<file path="src/rtl/isdn_chbuf_pkg.sv">
package isdn_chbuf_pkg;

    localparam int B_WIDTH = 32;
    localparam int D_WIDTH = 8;
    localparam int ADDR_W  = 2;
    localparam int STAT_W  = 16;
    localparam int N_CHAN  = 3;   // B1, B2, D
    localparam int N_BCH   = 2;

    typedef enum logic [ADDR_W-1:0] {
        SEL_STAT = 2'd0,
        SEL_B1   = 2'd1,
        SEL_B2   = 2'd2,
        SEL_D    = 2'd3
    } reg_sel_e;

    // Status word layout, bit 15 first.
    typedef struct packed {
        logic [3:0] rsvd;
        logic       b2_ovr;
        logic       b1_ovr;
        logic       b2_full;
        logic       b1_full;
        logic       b2_und;
        logic       b1_und;
        logic       b2_emp;
        logic       b1_emp;
        logic       d_ovr;
        logic       d_und;
        logic       d_emp;
        logic       d_full;
    } stat_t;

    localparam logic [STAT_W-1:0] STAT_RESET = 16'h0032;
    localparam logic [STAT_W-1:0] ERR_MASK   = 16'h0CCC;

    typedef struct packed {
        logic emp;
        logic und;
        logic full;
        logic ovr;
    } chan_flags_t;

    // Index 0 = B1, 1 = B2, 2 = D.
    function automatic stat_t build_stat(input chan_flags_t f [N_CHAN]);
        stat_t s;
        s.rsvd    = '0;
        s.b2_ovr  = f[1].ovr;
        s.b1_ovr  = f[0].ovr;
        s.b2_full = f[1].full;
        s.b1_full = f[0].full;
        s.b2_und  = f[1].und;
        s.b1_und  = f[0].und;
        s.b2_emp  = f[1].emp;
        s.b1_emp  = f[0].emp;
        s.d_ovr   = f[2].ovr;
        s.d_und   = f[2].und;
        s.d_emp   = f[2].emp;
        s.d_full  = f[2].full;
        return s;
    endfunction

endpackage

</file>
<file path="src/rtl/isdn_chbuf_decode.sv">
module isdn_chbuf_decode
    import isdn_chbuf_pkg::*;
#(
    parameter int NCH = N_CHAN
) (
    input  logic [ADDR_W-1:0] addr,
    input  logic              rd,
    input  logic              wr,
    output logic              stat_rd,
    output logic [NCH-1:0]    ch_rd,
    output logic [NCH-1:0]    ch_wr
);

    assign stat_rd = rd && (addr == SEL_STAT);

    for (genvar k = 0; k < NCH; k++) begin : g_ch
        localparam logic [ADDR_W-1:0] CH_ADDR = ADDR_W'(k + 1);
        assign ch_rd[k] = rd && (addr == CH_ADDR);
        assign ch_wr[k] = wr && (addr == CH_ADDR);
    end

endmodule

</file>
<file path="src/rtl/isdn_chbuf_tx_lane.sv">
module isdn_chbuf_tx_lane #(
    parameter int W = 32
) (
    input  logic         clk,
    input  logic         rst,
    input  logic         sf,
    input  logic         wr_en,
    input  logic [W-1:0] wr_data,
    input  logic         err_clr,
    output logic [W-1:0] line_out,
    output logic         empty,
    output logic         underrun
);

    logic [W-1:0] hold_q;

    always_ff @(posedge clk) begin
        if (rst) begin
            hold_q   <= '0;
            line_out <= '0;
            empty    <= 1'b1;
            underrun <= 1'b0;
        end else begin
            if (sf)
                line_out <= hold_q;         // repeats stale data when empty
            if (wr_en)
                hold_q <= wr_data;
            if (wr_en)
                empty <= 1'b0;              // fresh data pending wins
            else if (sf)
                empty <= 1'b1;
            if (sf && empty)
                underrun <= 1'b1;           // set beats clear
            else if (err_clr)
                underrun <= 1'b0;
        end
    end

endmodule

</file>
<file path="src/rtl/isdn_chbuf_rx_lane.sv">
module isdn_chbuf_rx_lane #(
    parameter int W = 32
) (
    input  logic         clk,
    input  logic         rst,
    input  logic         sf,
    input  logic [W-1:0] line_in,
    input  logic         rd_en,
    input  logic         err_clr,
    output logic [W-1:0] data,
    output logic         full,
    output logic         overrun
);

    always_ff @(posedge clk) begin
        if (rst) begin
            data    <= '0;
            full    <= 1'b0;
            overrun <= 1'b0;
        end else begin
            if (sf)
                data <= line_in;            // overwrite even when full
            if (sf)
                full <= 1'b1;
            else if (rd_en)
                full <= 1'b0;
            if (sf && full && !rd_en)
                overrun <= 1'b1;
            else if (err_clr)
                overrun <= 1'b0;
        end
    end

endmodule

</file>
<file path="src/rtl/isdn_chbuf.sv">
module isdn_chbuf
    import isdn_chbuf_pkg::*;
#(
    parameter int B_W = B_WIDTH,
    parameter int D_W = D_WIDTH
) (
    input  logic              clk,
    input  logic              rst,
    input  logic [ADDR_W-1:0] cpu_addr,
    input  logic              cpu_rd,
    input  logic              cpu_wr,
    input  logic [B_W-1:0]    cpu_wdata,
    output logic [B_W-1:0]    cpu_rdata,
    input  logic              sf_tick,
    input  logic [B_W-1:0]    rx_b1_line,
    input  logic [B_W-1:0]    rx_b2_line,
    input  logic [D_W-1:0]    rx_d_line,
    output logic [B_W-1:0]    tx_b1_line,
    output logic [B_W-1:0]    tx_b2_line,
    output logic [D_W-1:0]    tx_d_line
);

    localparam int PAD_STAT = B_W - STAT_W;
    localparam int PAD_D    = B_W - D_W;

    logic               stat_rd;
    logic [N_CHAN-1:0]  ch_rd;
    logic [N_CHAN-1:0]  ch_wr;
    chan_flags_t        flags [N_CHAN];
    stat_t              stat_s;
    logic [STAT_W-1:0]  stat_w;

    logic [B_W-1:0]     b_rx_in   [N_BCH];
    logic [B_W-1:0]     b_rx_data [N_BCH];
    logic [B_W-1:0]     b_tx_out  [N_BCH];
    logic [D_W-1:0]     d_rx_data;

    isdn_chbuf_decode #(.NCH(N_CHAN)) u_dec (
        .addr    (cpu_addr),
        .rd      (cpu_rd),
        .wr      (cpu_wr),
        .stat_rd (stat_rd),
        .ch_rd   (ch_rd),
        .ch_wr   (ch_wr)
    );

    assign b_rx_in[0] = rx_b1_line;
    assign b_rx_in[1] = rx_b2_line;

    for (genvar i = 0; i < N_BCH; i++) begin : g_bch
        isdn_chbuf_tx_lane #(.W(B_W)) u_tx (
            .clk      (clk),
            .rst      (rst),
            .sf       (sf_tick),
            .wr_en    (ch_wr[i]),
            .wr_data  (cpu_wdata),
            .err_clr  (stat_rd),
            .line_out (b_tx_out[i]),
            .empty    (flags[i].emp),
            .underrun (flags[i].und)
        );
        isdn_chbuf_rx_lane #(.W(B_W)) u_rx (
            .clk     (clk),
            .rst     (rst),
            .sf      (sf_tick),
            .line_in (b_rx_in[i]),
            .rd_en   (ch_rd[i]),
            .err_clr (stat_rd),
            .data    (b_rx_data[i]),
            .full    (flags[i].full),
            .overrun (flags[i].ovr)
        );
    end

    isdn_chbuf_tx_lane #(.W(D_W)) u_d_tx (
        .clk      (clk),
        .rst      (rst),
        .sf       (sf_tick),
        .wr_en    (ch_wr[2]),
        .wr_data  (cpu_wdata[D_W-1:0]),
        .err_clr  (stat_rd),
        .line_out (tx_d_line),
        .empty    (flags[2].emp),
        .underrun (flags[2].und)
    );

    isdn_chbuf_rx_lane #(.W(D_W)) u_d_rx (
        .clk     (clk),
        .rst     (rst),
        .sf      (sf_tick),
        .line_in (rx_d_line),
        .rd_en   (ch_rd[2]),
        .err_clr (stat_rd),
        .data    (d_rx_data),
        .full    (flags[2].full),
        .overrun (flags[2].ovr)
    );

    assign tx_b1_line = b_tx_out[0];
    assign tx_b2_line = b_tx_out[1];

    assign stat_s = build_stat(flags);
    assign stat_w = stat_s;

    always_comb begin
        cpu_rdata = '0;
        if (cpu_rd) begin
            unique case (reg_sel_e'(cpu_addr))
                SEL_STAT: cpu_rdata = {{PAD_STAT{1'b0}}, stat_w};
                SEL_B1:   cpu_rdata = b_rx_data[0];
                SEL_B2:   cpu_rdata = b_rx_data[1];
                SEL_D:    cpu_rdata = {{PAD_D{1'b0}}, d_rx_data};
            endcase
        end
    end

endmodule

</file>
<file path="config.mk">
export PLATFORM = sky130hd
export DESIGN_NAME = isdn_chbuf
export DESIGN_NICKNAME = d
export VERILOG_FILES = /design/src/rtl/isdn_chbuf_pkg.sv /design/src/rtl/isdn_chbuf_decode.sv /design/src/rtl/isdn_chbuf_tx_lane.sv /design/src/rtl/isdn_chbuf_rx_lane.sv /design/src/rtl/isdn_chbuf.sv
export SDC_FILE = /design/constraint.sdc
export NUM_CORES = 1
export LEC_CHECK = 0
export BUFFER_PORTS_ARGS = -buffer_cell sky130_fd_sc_hd__clkbuf_2
export CORE_MARGIN = 4
export CORE_UTILIZATION = 32
export CTS_CLUSTER_SIZE = 12
export DETAILED_ROUTE_END_ITERATION = 16
export PLACE_DENSITY = 0.63
export SYNTH_ARGS = -nofsm -noshare
export SYNTH_HDL_FRONTEND = slang
export SYNTH_HIERARCHICAL = 1
export SYNTH_SLANG_ARGS = --single-unit
</file>
<file path="constraint.sdc">
create_clock -name clk -period 2.46 [get_ports clk]
set_clock_uncertainty 0.05 [all_clocks]
set_input_delay 0.615 -clock clk [delete_from_list [all_inputs] [get_ports clk]]
set_output_delay 0.615 -clock clk [all_outputs]
set_load 0.02 [all_outputs]
</file>
Word-level counts from Yosys, hierarchy flattened --
Index checks and enable logic that the tools add are counted. Widths: inputs -> output; s select.
Cells by class: reductions and logical operators 32, muxes and demuxes 19, eq/ne operators 3
Operators by type and width (number):
- $pmux 32 s4 | 1
- $mux 32 | 1
- $reduce_bool 2->1 | 12
- $mux 1 | 17
- $logic_and 1x1->1 | 16
- $eq 2x2->1 const B | 2
- $logic_not 1->1 | 3
- $eq 2x1->1 const B | 1
- $logic_not 2->1 | 1
Storage, ports and cells: output and inout bits 104, register bits after elaboration 228, logic and storage cells 75, bits of input ports 111

Longest topological paths before layout --
depth after elaboration 5, mapped depth 5, mapped depth without buffers 3

Cells and area by module --
The synthesis kept the hierarchy.
By module, submodules not included:
- isdn_chbuf_tx_lane (g_bch[0].u_tx ...) | area an instance 2388.5 µm², cells each 214, times used 2
- isdn_chbuf_rx_lane (g_bch[0].u_rx ...) | area an instance 1272.5 µm², cells each 111, times used 2
- isdn_chbuf | area an instance 750.7 µm², cells each 95, times used 1
- isdn_chbuf_tx_lane (u_d_tx) | area an instance 645.6 µm², cells each 59, times used 1
- isdn_chbuf_rx_lane (u_d_rx) | area an instance 362.8 µm², cells each 33, times used 1
- isdn_chbuf_decode | area an instance 57.6 µm², cells each 7, times used 1

Worst setup path before layout --
Ideal clock, no wire load.
kind input -> output, from input port cpu_addr[1], to output port cpu_rdata[12], setup slack 0.354 ns, required time 1.795 ns, arrival 1.441 ns, stages on the path 5, buffers on the path 2, cell sequence buf_6 nor2b_1 buf_4 a22oi_1 nor2b_1
On the way: cells in the longest elaborated chain, start to end 3
Ends and longest elaborated chain:
- start: declaration | line isdn_chbuf.sv:9 | input logic [ADDR_W-1:0] cpu_addr,
- $eq 2x2->1, or another cell as far along | line isdn_chbuf.sv:108 | unique case (reg_sel_e'(cpu_addr))
- $pmux 32 s4 * | line isdn_chbuf.sv:108
- $mux 32 * | line isdn_chbuf.sv:107 | if (cpu_rd) begin
- end: declaration | line isdn_chbuf.sv:13 | output logic [B_W-1:0] cpu_rdata,
Every way passes the cells marked *; elsewhere a longest branch is shown, timed or not.

Worst setup path after layout --
from input port cpu_addr[0], to output port cpu_rdata[27]
Same word-level chain as after synthesis.

==> summary.md <==
| Metric | Value |
|---|---|
| Count of hold buffers inserted by post-cts repair | 0 |
| Leftover overflow at the end of global routing | 0 |
| Cell family with most CP delay | buffers and inverters |
| Startpoint of the worst-slack reg-to-reg timing path | u_d_rx/overrun |
| Gate count after technology mapping | 844 |
| Simple-gate share of the synthesized area | 0.127 |
| Clock buffer count from CTS | 26 |
| Maximum count of clock buffers along a single path | 3 |
| Critical Path RT | 1.79 ns |
| Crit-path most repeated cell | sky130_fd_sc_hd__clkbuf_2 |
| Most frequently used flop master after synthesis | sky130_fd_sc_hd__dfxtp_1 |
| Number of distinct library cells after synthesis | 29 |
| Largest fanout on the critical path | 8 |
| Capture instance of the worst register-to-register path | u_d_rx/overrun |
| Slew of the pin with the lowest slew margin | 0.414 ns |
| Final Util | 0.398 |
| Critical path launch point | cpu_addr[0] |
| Area fraction of the dominant cell type after synthesis | 0.499 |
| Time the worst path needs with I/O delays and setup | between 2 and 2.5 ns |
| Synth Area in Compound Gates | 0.0367 |
| Run status | finished, final reports clean |
| Routability-driven placement congestion ratio | 0.742 |
| Top cells by instance count after synthesis | sky130_fd_sc_hd__mux2i_1, sky130_fd_sc_hd__dfxtp_1, sky130_fd_sc_hd__nor2_1, sky130_fd_sc_hd__nor2b_1, sky130_fd_sc_hd__buf_6 |
| Layout area overhead | 22.1% |
| Relative max-transition margin | 0.724 |
| Largest family of logic cells by synthesized area | multiplexers |
| Critical path class | in2out |
| Endpoints failing setup | 0 |
| Width of the die | 177 µm |
| Final setup slack of the worst path | about 0.09 ns |
| Area of placed instances | 10300 µm² |
| Total setup buffers inserted after CTS | 0 |
| Minimum setup slack after placement | 0.0688 ns |
| Clock transition time at the flip-flop clock pins of the worst setup and hold paths | roughly 0.06 ns |
| Number of global-route vias before repair | 6394 |
| Initial antenna violation count | 1 |
| Worst IR drop on VDD | 0.543 mV |
| Proportion of layout cells with a drive suffix above 1 | 0.278 |
| Arrival time of data at the critical path endpoint | 1.70 ns |
| First-pass GRT wire length | 34.5 mm |
| Number of cells upsized or downsized after cts | 0 |
| Mean post-synth cell area | about 11 µm² |
| Final standard cell area without fillers | 11200 µm² |
| Remaining routing DRC violations | 0 |
| CTS root buf | sky130_fd_sc_hd__clkbuf_16 |
| Antenna viol nets, final | 0 |
| Total global routing track utilization | 0.134 |
| Syn nets | around 960 |
| 1st-pass router iterations | 4 |
| Placed wire-length estimate after detailed placement | between 10 and 15 mm |
| Final hold violation count | 0 |
| Final Non-Filler Cells | 1442 |
| Count of final max-slew check failures | 0 |
| Crit-path max cell delay | 0.34 ns |
| # diodes | 0 |
| Max Clock Freq | 0.422 GHz |
| Type of the most critical hold path | in2reg |
| Synth Warn # | 6 |
| Slowest cell on the critical path | sky130_fd_sc_hd__and2b_4 |
| Ports placed on the boundary | 215 |
| Power per cell area | 766 nW/µm² |
| Number of input and output port buffers inserted | approximately 210 |
| Async set-or-reset flop fraction in the synthesized netlist | 0 |
| Ordered cell list for the critical path | clkbuf_2 -> and2b_4 -> buf_4 -> a22oi_1 -> nor2b_1 -> clkbuf_2 |
| Cell types occupying the most area after synthesis | sky130_fd_sc_hd__dfxtp_1, sky130_fd_sc_hd__mux2i_1, sky130_fd_sc_hd__nor2_1, sky130_fd_sc_hd__buf_12, sky130_fd_sc_hd__buf_6 |
| DRT Wirelength | 22.0 mm |
| Ratio of routed vias to standard cells | 4.48 |
| Total buffers and inverters traversed by the critical path | 3 |
| Post-synthesis instance area | 9140 µm² |
| Start point of the worst hold path | rx_b1_line[2] |
| Lkg Pwr | 5.09 nW |
| Die span in y | roughly 180 µm |
| Routed wire length per instance | around 15 µm |
| Proportion of synthesized area in mux cells | 0.258 |
| Worst hold path stage count | 3 |
| Share of the cycle needed by the critical path after routing | 0.963 |
| # nets final | about 1200 |
| Largest net degree at the start of global routing | 57 |
| Row count | slightly above 60 |
| Sequential cell area fraction in the yosys report | 0.499 |
| Placeable Area | roughly 28000 µm² |
| Critical Path Source Type | input pin |
| Via Count | 6455 |
| Setup slack on the worst flop-to-flop path | 1.56 ns |
| Smallest hold slack | between 0.2 and 0.3 ns |
| Synthesized-area fraction occupied by xor and xnor cells | 0 |
| Cell type with the largest total area after synthesis | sky130_fd_sc_hd__dfxtp_1 |
| Starting utilization of the core area | 0.326 |
| CTS tree | built |
| Clock network latency to the later pin of the worst-skew pair | roughly 0.52 ns |
| CP endpoint kind | output pin |
| H-tree lvl count | 1 |
| Number of cells on the worst reg-to-reg path | 2 |
| Count of flip-flops with a built-in enable after synthesis | 0 |
| Library cell with the highest instance count after synthesis | sky130_fd_sc_hd__mux2i_1 |
| Number of maximum-capacitance constraint violations | 0 |
| Placed cells | 1394 |
| #FFs+latches synth | between 200 and 250 |
| # clock sinks | roughly 230 |
| Initial DRC Count | ~280 |
| Adder and majority cell fraction of the synthesized area | 0 |
| Capture endpoint of the worst hold path | g_bch[0].u_rx/data[2] |
| Die outline area | 31300 µm² |
==> cell families (layout without fill, tap and decap cells) <==
| group | after synthesis | in the layout |
|---|---|---|
| mux | 236 | 236 |
| flops | 228 | 228 |
| compound gates | 44 | 44 |
| simple gates | 270 | 270 |
| buf+inv | 66 | 286 |
==> cell type report <==
cell class	count	area [µm²]
clock inverter	6	75.1
multi-input combinational	550	3860
clock buffer	40	813
fill	2756	16900
tap	378	473
sequential	228	4560
inverter	3	11.3
timing repair buffer	237	1360
==> flip-flops by register name, summed over array words and instances, names as in the netlist <==
signal,count
g_bch.u_tx/hold_q,64
g_bch.u_rx/full,2
u_d_tx/underrun,1
u_d_tx/empty,1
u_d_tx/line_out,8
g_bch.u_tx/empty,2
u_d_tx/hold_q,8
g_bch.u_tx/underrun,2
g_bch.u_rx/overrun,2
u_d_rx/full,1
u_d_rx/data,8
u_d_rx/overrun,1
g_bch.u_rx/data,64
g_bch.u_tx/line_out,64
==> layer usage <==
metal  part of all wire  track usage  up-vias
met1               0.44        0.172     2980
met3               0.10       0.0555       31
met2               0.43        0.211      197
met4              0.021       0.0319        2
met5            0.00082            0        -
li1                   -            -     3245
==> worst max path at each step <==
stage / end / slack [ns] / cells after the start
2_1_floorplan: cpu_rdata[12] / 0.35 / 5
4_1_cts: cpu_rdata[27] / 0.07 / 6
3_3_place_gp: cpu_rdata[21] / 0.11 / 6
6_report: cpu_rdata[27] / 0.09 / 6
3_5_place_dp: cpu_rdata[27] / 0.07 / 6
5_1_grt: cpu_rdata[24] / -0.006 / 6
==> layout by cell type (no fill, tap or decap), drive strengths merged <==
master	count
nor2	219
and3b	4
nor3b	1
mux2i	236
o21bai	3
dfxtp	228
and2b	1
clkbuf	253
and2	4
or3b	3
clkinv	3
o21ai	4
nand3b	4
nand2	4
a22oi	20
bufinv	1
nand2b	7
o31ai	3
and3	2
nor2b	21
a21oi	6
inv	3
buf	24
o22ai	8
clkinvlp	2
==> worst register-to-register path, cell delays in order (launching register included) <==
cell and delay [ns]:
sky130_fd_sc_hd__dfxtp_1 0.33, sky130_fd_sc_hd__or3b_1 0.36, sky130_fd_sc_hd__o31ai_2 0.07
==> report_power, final <==
part / internal (W) / switching [W] / leakage [nW]
combinational: 0.000334 / 0.000407 / 2.79
sequential: 0.00384 / 0.0000749 / 1.86
clock: 0.00237 / 0.00152 / 0.432
==> through the flow <==
stage | power, W | setup TNS (ns)
floorplan | 0.00453 | 0
global placement | 0.00473 | 0
detailed placement | 0.00474 | 0
CTS | 0.00871 | 0
global route | 0.00893 | -0.00795
finish | 0.00855 | 0
(Power assumes the default switching activity.)
